### src/rtl/cgs_pkg.sv
package cgs_pkg;

   typedef enum logic [1:0] {
      PS_QUIET = 2'd0,
      PS_INIT  = 2'd1,
      PS_RUN   = 2'd2,
      PS_BLANK = 2'd3
   } pwr_state_e;

   localparam int OP_W    = 3;
   localparam int NUM_OPS = 6;

   localparam logic [OP_W-1:0] OP_READ    = 3'd0;
   localparam logic [OP_W-1:0] OP_PROG    = 3'd1;
   localparam logic [OP_W-1:0] OP_ERASE   = 3'd2;
   localparam logic [OP_W-1:0] OP_LOCK_RD = 3'd3;
   localparam logic [OP_W-1:0] OP_LOCK_WR = 3'd4;
   localparam logic [OP_W-1:0] OP_FREE_WR = 3'd5;

   // Permission rule: which opcodes may proceed under the current locks.
   function automatic logic op_allowed(input logic [OP_W-1:0] op,
                                       input logic rd_lock,
                                       input logic wr_lock);
      logic ok;
      case (op)
         OP_READ:    ok = !rd_lock;
         OP_PROG:    ok = !rd_lock && !wr_lock;
         OP_ERASE:   ok = !wr_lock;
         OP_LOCK_RD: ok = !wr_lock;
         OP_LOCK_WR: ok = 1'b1;
         OP_FREE_WR: ok = 1'b1;
         default:    ok = 1'b0;
      endcase
      return ok;
   endfunction

endpackage

### src/rtl/cgs_power_seq.sv
module cgs_power_seq
   import cgs_pkg::*;
#(
   parameter int INIT_CYCLES = 16
) (
   input  logic clk,
   input  logic rst_n,
   input  logic supply_ok,
   input  logic blank_flag,
   output logic out_en,
   output logic pullup_en,
   output logic jtag_en,
   output logic reg_init
);

   if (INIT_CYCLES < 1) begin : g_bad_init
      $error("cgs_power_seq: INIT_CYCLES must be at least 1");
   end

   pwr_state_e state_q, state_d;
   logic       init_last;

   // Variant choice: a single-cycle phase needs no counter.
   if (INIT_CYCLES == 1) begin : g_no_cnt
      assign init_last = 1'b1;
   end else begin : g_cnt
      localparam int CW = $clog2(INIT_CYCLES);
      localparam logic [CW-1:0] LAST = CW'(INIT_CYCLES - 1);
      logic [CW-1:0] cnt_q;
      always_ff @(posedge clk or negedge rst_n) begin
         if (!rst_n) begin
            cnt_q <= '0;
         end else if (state_q == PS_INIT && supply_ok && cnt_q != LAST) begin
            cnt_q <= cnt_q + 1'b1;
         end else begin
            cnt_q <= '0;
         end
      end
      assign init_last = (cnt_q == LAST);
   end

   always_comb begin
      state_d = state_q;
      if (!supply_ok) begin
         state_d = PS_QUIET;
      end else begin
         case (state_q)
            PS_QUIET: state_d = blank_flag ? PS_BLANK : PS_INIT;
            PS_INIT:  state_d = init_last ? PS_RUN : PS_INIT;
            PS_RUN:   state_d = blank_flag ? PS_BLANK : PS_RUN;
            PS_BLANK: state_d = blank_flag ? PS_BLANK : PS_INIT;
            default:  state_d = PS_QUIET;
         endcase
      end
   end

   always_ff @(posedge clk or negedge rst_n) begin
      if (!rst_n) state_q <= PS_QUIET;
      else        state_q <= state_d;
   end

   assign out_en    = (state_q == PS_RUN);
   assign pullup_en = (state_q != PS_RUN);
   assign jtag_en   = (state_q == PS_RUN) || (state_q == PS_BLANK);
   assign reg_init  = (state_q == PS_INIT) && init_last && supply_ok;

   AST_QUIET_ON_DROP: assert property (@(posedge clk) disable iff (!rst_n)
      !supply_ok |=> (!out_en && pullup_en && !jtag_en));
   AST_INIT_PULSE_SINGLE: assert property (@(posedge clk) disable iff (!rst_n)
      reg_init |=> !reg_init);
   AST_RUN_AFTER_INIT: assert property (@(posedge clk) disable iff (!rst_n)
      reg_init |=> (out_en && jtag_en && !pullup_en));

endmodule

### src/rtl/cgs_sec_gate.sv
module cgs_sec_gate
   import cgs_pkg::*;
#(
   parameter bit RD_LOCK_INIT = 1'b0,
   parameter bit WR_LOCK_INIT = 1'b0
) (
   input  logic               clk,
   input  logic               rst_n,
   input  logic               accept,
   input  logic               cmd_valid,
   input  logic [OP_W-1:0]    cmd_op,
   output logic [NUM_OPS-1:0] cmd_grant,
   output logic [NUM_OPS-1:0] cmd_deny,
   output logic               cmd_err
);

   if (NUM_OPS > (1 << OP_W)) begin : g_bad_ops
      $error("cgs_sec_gate: opcode field too narrow");
   end

   logic req_ok, allowed_now;
   logic rd_lock_q, wr_lock_q;
   logic err_q;

   assign req_ok      = cmd_valid && accept;
   assign allowed_now = op_allowed(cmd_op, rd_lock_q, wr_lock_q);

   for (genvar i = 0; i < NUM_OPS; i++) begin : g_op
      logic hit, g_q, d_q;
      assign hit = req_ok && (cmd_op == OP_W'(i));
      always_ff @(posedge clk or negedge rst_n) begin
         if (!rst_n) begin
            g_q <= 1'b0;
            d_q <= 1'b0;
         end else begin
            g_q <= hit && allowed_now;
            d_q <= hit && !allowed_now;
         end
      end
      assign cmd_grant[i] = g_q;
      assign cmd_deny[i]  = d_q;
   end

   always_ff @(posedge clk or negedge rst_n) begin
      if (!rst_n) begin
         rd_lock_q <= RD_LOCK_INIT;
         wr_lock_q <= WR_LOCK_INIT;
         err_q     <= 1'b0;
      end else begin
         err_q <= req_ok && !allowed_now;
         if (req_ok && allowed_now) begin
            case (cmd_op)
               OP_ERASE:   rd_lock_q <= 1'b0;
               OP_LOCK_RD: rd_lock_q <= 1'b1;
               OP_LOCK_WR: wr_lock_q <= 1'b1;
               OP_FREE_WR: wr_lock_q <= 1'b0;
               default:    ;
            endcase
         end
      end
   end

   assign cmd_err = err_q;

   AST_READ_LOCKED: assert property (@(posedge clk) disable iff (!rst_n)
      (req_ok && cmd_op == OP_READ && rd_lock_q) |=> cmd_deny[OP_READ]);
   AST_PROG_BLOCKED: assert property (@(posedge clk) disable iff (!rst_n)
      (req_ok && cmd_op == OP_PROG && (rd_lock_q || wr_lock_q)) |=> !cmd_grant[OP_PROG]);
   AST_RDLOCK_ONLY_ERASE: assert property (@(posedge clk) disable iff (!rst_n)
      $fell(rd_lock_q) |-> cmd_grant[OP_ERASE]);
   AST_ERASE_WR_LOCKED: assert property (@(posedge clk) disable iff (!rst_n)
      (req_ok && cmd_op == OP_ERASE && wr_lock_q) |=> cmd_deny[OP_ERASE]);
   AST_ONE_RESPONSE: assert property (@(posedge clk) disable iff (!rst_n)
      $onehot0(cmd_grant | cmd_deny));
   AST_SILENT_IGNORED: assert property (@(posedge clk) disable iff (!rst_n)
      !req_ok |=> (cmd_grant == '0 && cmd_deny == '0 && !cmd_err));

endmodule

### src/rtl/cfg_guard_seq.sv
module cfg_guard_seq
   import cgs_pkg::*;
#(
   parameter int INIT_CYCLES  = 16,
   parameter bit RD_LOCK_INIT = 1'b0,
   parameter bit WR_LOCK_INIT = 1'b0
) (
   input  logic               clk,
   input  logic               rst_n,
   input  logic               supply_ok,
   input  logic               blank_flag,
   input  logic               cmd_valid,
   input  logic [OP_W-1:0]    cmd_op,
   output logic [NUM_OPS-1:0] cmd_grant,
   output logic [NUM_OPS-1:0] cmd_deny,
   output logic               cmd_err,
   output logic               out_en,
   output logic               pullup_en,
   output logic               jtag_en,
   output logic               reg_init
);

   logic port_on;

   cgs_power_seq #(.INIT_CYCLES(INIT_CYCLES)) u_pwr (
      .clk        (clk),
      .rst_n      (rst_n),
      .supply_ok  (supply_ok),
      .blank_flag (blank_flag),
      .out_en     (out_en),
      .pullup_en  (pullup_en),
      .jtag_en    (port_on),
      .reg_init   (reg_init)
   );

   cgs_sec_gate #(.RD_LOCK_INIT(RD_LOCK_INIT), .WR_LOCK_INIT(WR_LOCK_INIT)) u_sec (
      .clk       (clk),
      .rst_n     (rst_n),
      .accept    (port_on),
      .cmd_valid (cmd_valid),
      .cmd_op    (cmd_op),
      .cmd_grant (cmd_grant),
      .cmd_deny  (cmd_deny),
      .cmd_err   (cmd_err)
   );

   assign jtag_en = port_on;

   AST_ERR_WITH_DENY: assert property (@(posedge clk) disable iff (!rst_n)
      (cmd_deny != '0) |-> cmd_err);
   AST_BLANK_GATES: assert property (@(posedge clk) disable iff (!rst_n)
      (jtag_en && !out_en) |-> pullup_en);

endmodule

### config.mk
export PLATFORM = sky130hd
export DESIGN_NAME = cfg_guard_seq
export DESIGN_NICKNAME = d
export VERILOG_FILES = /design/src/rtl/cgs_pkg.sv /design/src/rtl/cgs_power_seq.sv /design/src/rtl/cgs_sec_gate.sv /design/src/rtl/cfg_guard_seq.sv
export SDC_FILE = /design/constraint.sdc
export NUM_CORES = 1
export LEC_CHECK = 0
export BUFFER_PORTS_ARGS = -buffer_cell sky130_fd_sc_hd__buf_2
export CAP_MARGIN = 15
export CORE_MARGIN = 2
export CORE_UTILIZATION = 54
export DETAILED_ROUTE_END_ITERATION = 12
export GPL_TIMING_DRIVEN = 0
export PLACE_DENSITY = 0.87
export SYNTH_ARGS = -nofsm -noshare
export SYNTH_HDL_FRONTEND = slang
export SYNTH_SLANG_ARGS = --single-unit
### constraint.sdc
create_clock -name clk -period 2.2 [get_ports clk]
set_input_delay 0.33 -clock clk [delete_from_list [all_inputs] [get_ports clk]]
set_output_delay 0.33 -clock clk [all_outputs]
set_load 0.01 [all_outputs]
Yosys cells after proc, flatten, opt, wreduce, memory -nomap -nowiden
Index checks and enable logic that the tools add are counted.
{"block": "totals", "reg_bits": 21, "latchBits": 0, "mem_bits_rw": 0, "rom_bits": 0, "output_inout_bits": 17, "mem_count": 0}
{"block": "classes", "add_sub_neg": 1, "mul": 0, "div": 0, "magnitude_cmp": 0, "n_eq_ne": 11, "shift": 0, "n_mux": 9, "n_bitwise": 0, "reduce_logical": 39}
{"operator": "1-bit logical AND", "n": 26}
{"operator": "3-bit by 2-bit == test with 1-bit output (second input constant)", "n": 2}
{"operator": "3-bit == test (second input constant)", "n": 2}
{"operator": "2-bit two-way mux", "n": 3}
{"operator": "2-bit case mux with 3 select lines", "n": 1}
{"operator": "2-bit OR reduction", "n": 3}
{"operator": "4-bit by 1-bit adder with 4-bit output (second input constant)", "n": 1}
{"operator": "2-bit == test (second input constant)", "n": 2}
{"operator": "4-bit == test (second input constant)", "n": 1}
{"operator": "4-bit two-way mux", "n": 1}
{"operator": "4-bit != test (second input constant)", "n": 1}
{"operator": "1-bit case mux with 2 select lines", "n": 2}
{"operator": "1-bit case mux with 4 select lines", "n": 1}
{"operator": "2-bit AND reduction", "n": 2}
{"operator": "2-bit nonzero test", "n": 2}
{"operator": "3-bit by 1-bit == test with 1-bit output (second input constant)", "n": 1}
{"operator": "1-bit logical NOT", "n": 3}
{"operator": "3-bit logical NOT", "n": 1}
{"operator": "2-bit by 1-bit == test with 1-bit output (second input constant)", "n": 1}
{"operator": "2-bit logical NOT", "n": 1}
{"operator": "2-bit != test (second input constant)", "n": 1}
{"operator": "1-bit logical OR", "n": 1}
{"operator": "1-bit two-way mux", "n": 1}

Longest topological paths before layout
{"block": "depth", "word_depth": 5, "mapped_depth": 6, "depth_no_buf": 5}

By module
Synthesis repeated with hierarchy kept, for this count alone.
{"block": "unflattened", "hier_cells": 88, "area_unflattened_um2": 945.9}
{"module": "cgs_sec_gate", "n_inst": 1, "cells_per_inst": 55, "area_each_um2": 615.6, "seq_area_each_um2": 375.4}
{"module": "cgs_power_seq", "n_inst": 1, "cells_per_inst": 33, "area_each_um2": 330.3, "seq_area_each_um2": 150.1}

Least setup slack after synthesis
OpenSTA, ideal clock, no wires.
{"block": "synth_timing", "kind": "reg2reg", "startpoint": "reg u_pwr.state_q[0]", "endpoint": "reg u_sec.g_op[0].d_q", "arrival_time_ps": 1392, "setup_slack_ps": 713, "stages_incl_launch_ff": 7, "period_less_slack_ps": 1487, "cell_sequence": "dfrtp_1 -> inv_1 -> ha_1 -> o21ai_2 -> or2_1 -> buf_6 -> nor4b_2"}
{"block": "synth_between", "elab_chain_len": 5}
{"item": "from (decl)", "line_no": "cgs_power_seq.sv:20", "rtl": "pwr_state_e state_q, state_d;"}
{"item": "from (signal assigned)", "line_no": "cgs_power_seq.sv:59", "rtl": "else state_q <= state_d;"}
{"item": "2-bit == test"}
{"item": "via out_en", "line_no": "cfg_guard_seq.sv:17", "rtl": "output logic out_en,"}
{"item": "1-bit logical OR", "line_no": "cgs_power_seq.sv:64", "rtl": "assign jtag_en = (state_q == PS_RUN) || (state_q == PS_BLANK);"}
{"item": "1-bit logical AND", "line_no": "cgs_sec_gate.sv:25", "rtl": "assign req_ok = cmd_valid && accept;"}
{"item": "1-bit logical AND", "line_no": "cgs_sec_gate.sv:30", "rtl": "assign hit = req_ok && (cmd_op == OP_W'(i));"}
{"item": "1-bit logical AND", "line_no": "cgs_sec_gate.sv:37", "rtl": "d_q <= hit && !allowed_now;"}
{"item": "to (signal assigned)", "line_no": "cgs_sec_gate.sv:37"}
{"item": "to (decl)", "line_no": "cgs_sec_gate.sv:29", "rtl": "logic hit, g_q, d_q;"}
The timed path passes the listed nets, and every way through them passes these cells.
A chain may end at the register's enable or synchronous reset.

Final worst setup path
{"block": "layout_timing", "startpoint": "reg u_pwr.state_q[0]", "endpoint": "out jtag_en"}
{"block": "layout_between", "elab_chain_len": 2}
{"item": "2-bit == test", "line_no": "cgs_power_seq.sv:64"}
{"item": "1-bit logical OR *", "line_no": "cgs_power_seq.sv:64"}
{"item": "to (decl)", "line_no": "cfg_guard_seq.sv:19", "rtl": "output logic jtag_en,"}
Mark *: on every way between the ends. The rest lies on a longest branch, timed or not.

==> metrics.txt <==
Crit-path slowest cell=dfrtp_1; Setup Buffers After CTS=0; leakage power=0.616 nW; hpwl dp=1.18 mm; CTS root buf=clkbuf_4; die span in y=46.3 um; routed len/inst=approximately 11 um; Worst-Skew Late Latency=0.31 ns; status=completed; Ys Warns=0; drt total wl=1.56 mm; PortBufs=24; fmax=0.522 GHz; Final WS setup=between 0.2 and 0.3 ns; DRT Pass-1 Iters=4; RSZ-0062 raised after global routing=no; Post-Place Worst Slack=0.598 ns; pin count of the biggest net entering global routing=22; DR vias=699; row cnt=15; Worst VDD drop=around 0.55 mV; DR vias/cell=4.85; CTS max path bufs=2; DIE AREA=0.00214 mm2; maxcap violations=0; routability cong.=approximately 0.74; Initial Util=0.566; Die X=46.3 um; syn_area_per_cell=10.9 um2; Hold Worst Slack=0.254 ns; Inst Count DP=139; fin crit share=0.870; clock-pin slew on the worst setup and hold paths=0.12 ns; Seq cells post-synth=21; CP Class=flop to output pin; number of fill cells=156; Synth Cell Area=a little under 0.001 mm2; first-pass GRT wire length=2.62 mm; Clock Sinks=21; Synth cell types=26; Total Power=0.00101 W; post-route insts no fill=144; vias in the first global route=654; Layout Nets=133; slowest stage delay, CP=0.45 ns; Tmin final=1.91 ns; PwrDens=just under 900 mW/mm2; CP cell instances=inv_1, ha_1, or2_2, buf_2; Gate Count Post-Synth=89; CP Data Required Time=1.87 ns; GRT overflow=0; layout cells sized above 1=0.370; post-synthesis sequential area ratio=0.544; final setup TNS=0 ns; Area growth syn-to-layout=19.8%; worst path bufs/invs=2; Antenna Violating Nets Remaining=0; cts bufs inserted=3; crit path launch type=flop; gr usage total=0.179; 1st-iter DRT viols=4; fin. max-slew vios=0; largest area contributor in the netlist=dfrtp_1; Worst Clk Skew=0.0153 ns; H-tree Lvls=1; hold crit path type=input port to flop; antenna violations before repair=0; critical path fanouts, max=6; core area=0.00171 mm2; n_diodes=0; cts repair resizes=0; endpoints failing setup=0; kind of cell adding the most delay to the critical path=flip-flops; IO Pins=25; Hold Buf Count CTS=1; Synth top area share=0.544; CTS tree=yes; DRC errors left=0; critical path capture point type=output pin; top post-synthesis cells by area=dfrtp_1 54%, buf_4 9.3%, ha_1 6.5%, nor2_1 5.1%, nand3_1 2.1%; Final Hold Viols=0; worst path arrival time=about 1.6 ns
==> per-stage QoR <==
stage / cell area (um2) / utilization
final: 1160 / 0.678
after global routing: 1160 / 0.678
after CTS: 1160 / 0.678
after detailed placement: 1120 / 0.656
after global placement: 1120 / 0.656
after floorplan: 970 / -
==> registers in the layout, summed over array words and instances, names as in the netlist <==
register and count:
u_sec.g_op.d_q 6, u_sec.g_op.g_q 6, u_sec.rd_lock_q 1, u_pwr.g_cnt.cnt_q 4
u_sec.wr_lock_q 1, u_sec.cmd_err 1, u_pwr.state_q 2
==> cell usage in the layout (no fill, tap or decap) <==
master         netlist  routed
buf_2                0      24
dfrtp_1             21      21
nor2_1              13      13
buf_4               12      12
ha_1                 5       5
nand2_1              4       4
inv_1                4       4
nand3_1              4       4
o21ai_0              4       4
clkbuf_4             0       3
a211o_1              2       2
a21oi_1              2       2
nor4_1               2       2
nand2b_1             2       2
conb_1               1       2
xnor2_1              1       1
a41oi_1              1       1
or2_2                1       1
xor2_1               1       1
o21ai_2              1       1
or2_1                1       1
buf_6                1       1
nor4b_2              1       1
or4_1                1       1
or3b_4               1       1
nand3b_1             1       1
a21o_1               1       1
o21ai_1              1       1
clkbuf_1             0       1
dlygate4sd3_1        0       1
==> cells in the mapped netlist <==
cell type,count
a211o_1,2
o21ai_1,1
or2_2,1
conb_1,1
nor4_1,2
nor2_1,13
nand3_1,4
buf_4,12
o21ai_0,4
buf_6,1
or4_1,1
dfrtp_1,21
a21oi_1,2
xor2_1,1
nor4b_2,1
or3b_4,1
inv_1,4
or2_1,1
nand2b_1,2
nand2_1,4
o21ai_2,1
nand3b_1,1
ha_1,5
xnor2_1,1
a41oi_1,1
a21o_1,1
==> worst reg2reg max path: stages, from the launching register on <==
cell and delay [ns]:
dfrtp_1 0.45, inv_1 0.08, ha_1 0.28, o21ai_2 0.12
or2_1 0.23, buf_6 0.14, nor4b_2 0.24
==> where the power goes <==
part | internal (W) | leakage (nW) | switching, W
logic | 0.000156 | 0.318 | 0.000180
clock network | 0.0000708 | 0.0150 | 0.000112
registers | 0.000437 | 0.283 | 0.0000547
total | 0.000664 | 0.616 | 0.000347
==> cells by family (layout without fill, tap and decap cells) <==
group | count (synthesis) | in the layout | synth area share
AO/OA/AOI/OAI | 12 | 12 | 0.0803
flip-flops | 21 | 21 | 0.544
XOR/XNOR | 2 | 2 | 0.0181
buffers and inverters | 17 | 46 | 0.120
AND/OR/NAND/NOR | 31 | 31 | 0.168
other | 1 | 2 | 0.00388
adder cells (fa/ha/maj) | 5 | 5 | 0.0648
==> layer usage <==
metal / routed length (um) / track usage / up-vias / share of wire
met5: 0 / 0 / - / 0
met4: 59 / 0.137 / 0 / 0.038
met3: 72 / 0.0353 / 7 / 0.046
met2: 767 / 0.289 / 25 / 0.49
met1: 655 / 0.206 / 327 / 0.42
li1: - / - / 340 / -
==> path summary, 6_finish.rpt <==
path / to / slack (ns) / start / cells after the start
min reg2reg: u_pwr.g_cnt.cnt_q[0] / 0.48 / u_pwr.g_cnt.cnt_q[0] / 1
max in group asynchronous: u_sec.g_op[3].g_q / 1.39 / rst_n / 2
max reg2reg: u_sec.g_op[0].d_q / 0.57 / u_pwr.state_q[0] / 6
max: jtag_en / 0.29 / u_pwr.state_q[0] / 4
min in group asynchronous: u_sec.g_op[1].g_q / 0.48 / rst_n / 2
min: u_pwr.state_q[1] / 0.25 / supply_ok / 3
==> final cells by class <==
type	count	area (um2)	share of cell area
Clock buffer	4	26.3	0.0227
Timing Repair Buffer	25	130	0.112
Tap cell	25	31.3	0.0270
Sequential cell	21	526	0.454
Inverter	4	15.0	0.0130
Buffer	13	101	0.0876
Multi-Input combinational cell	52	328	0.283
Power figures use the tool's default switching activity.
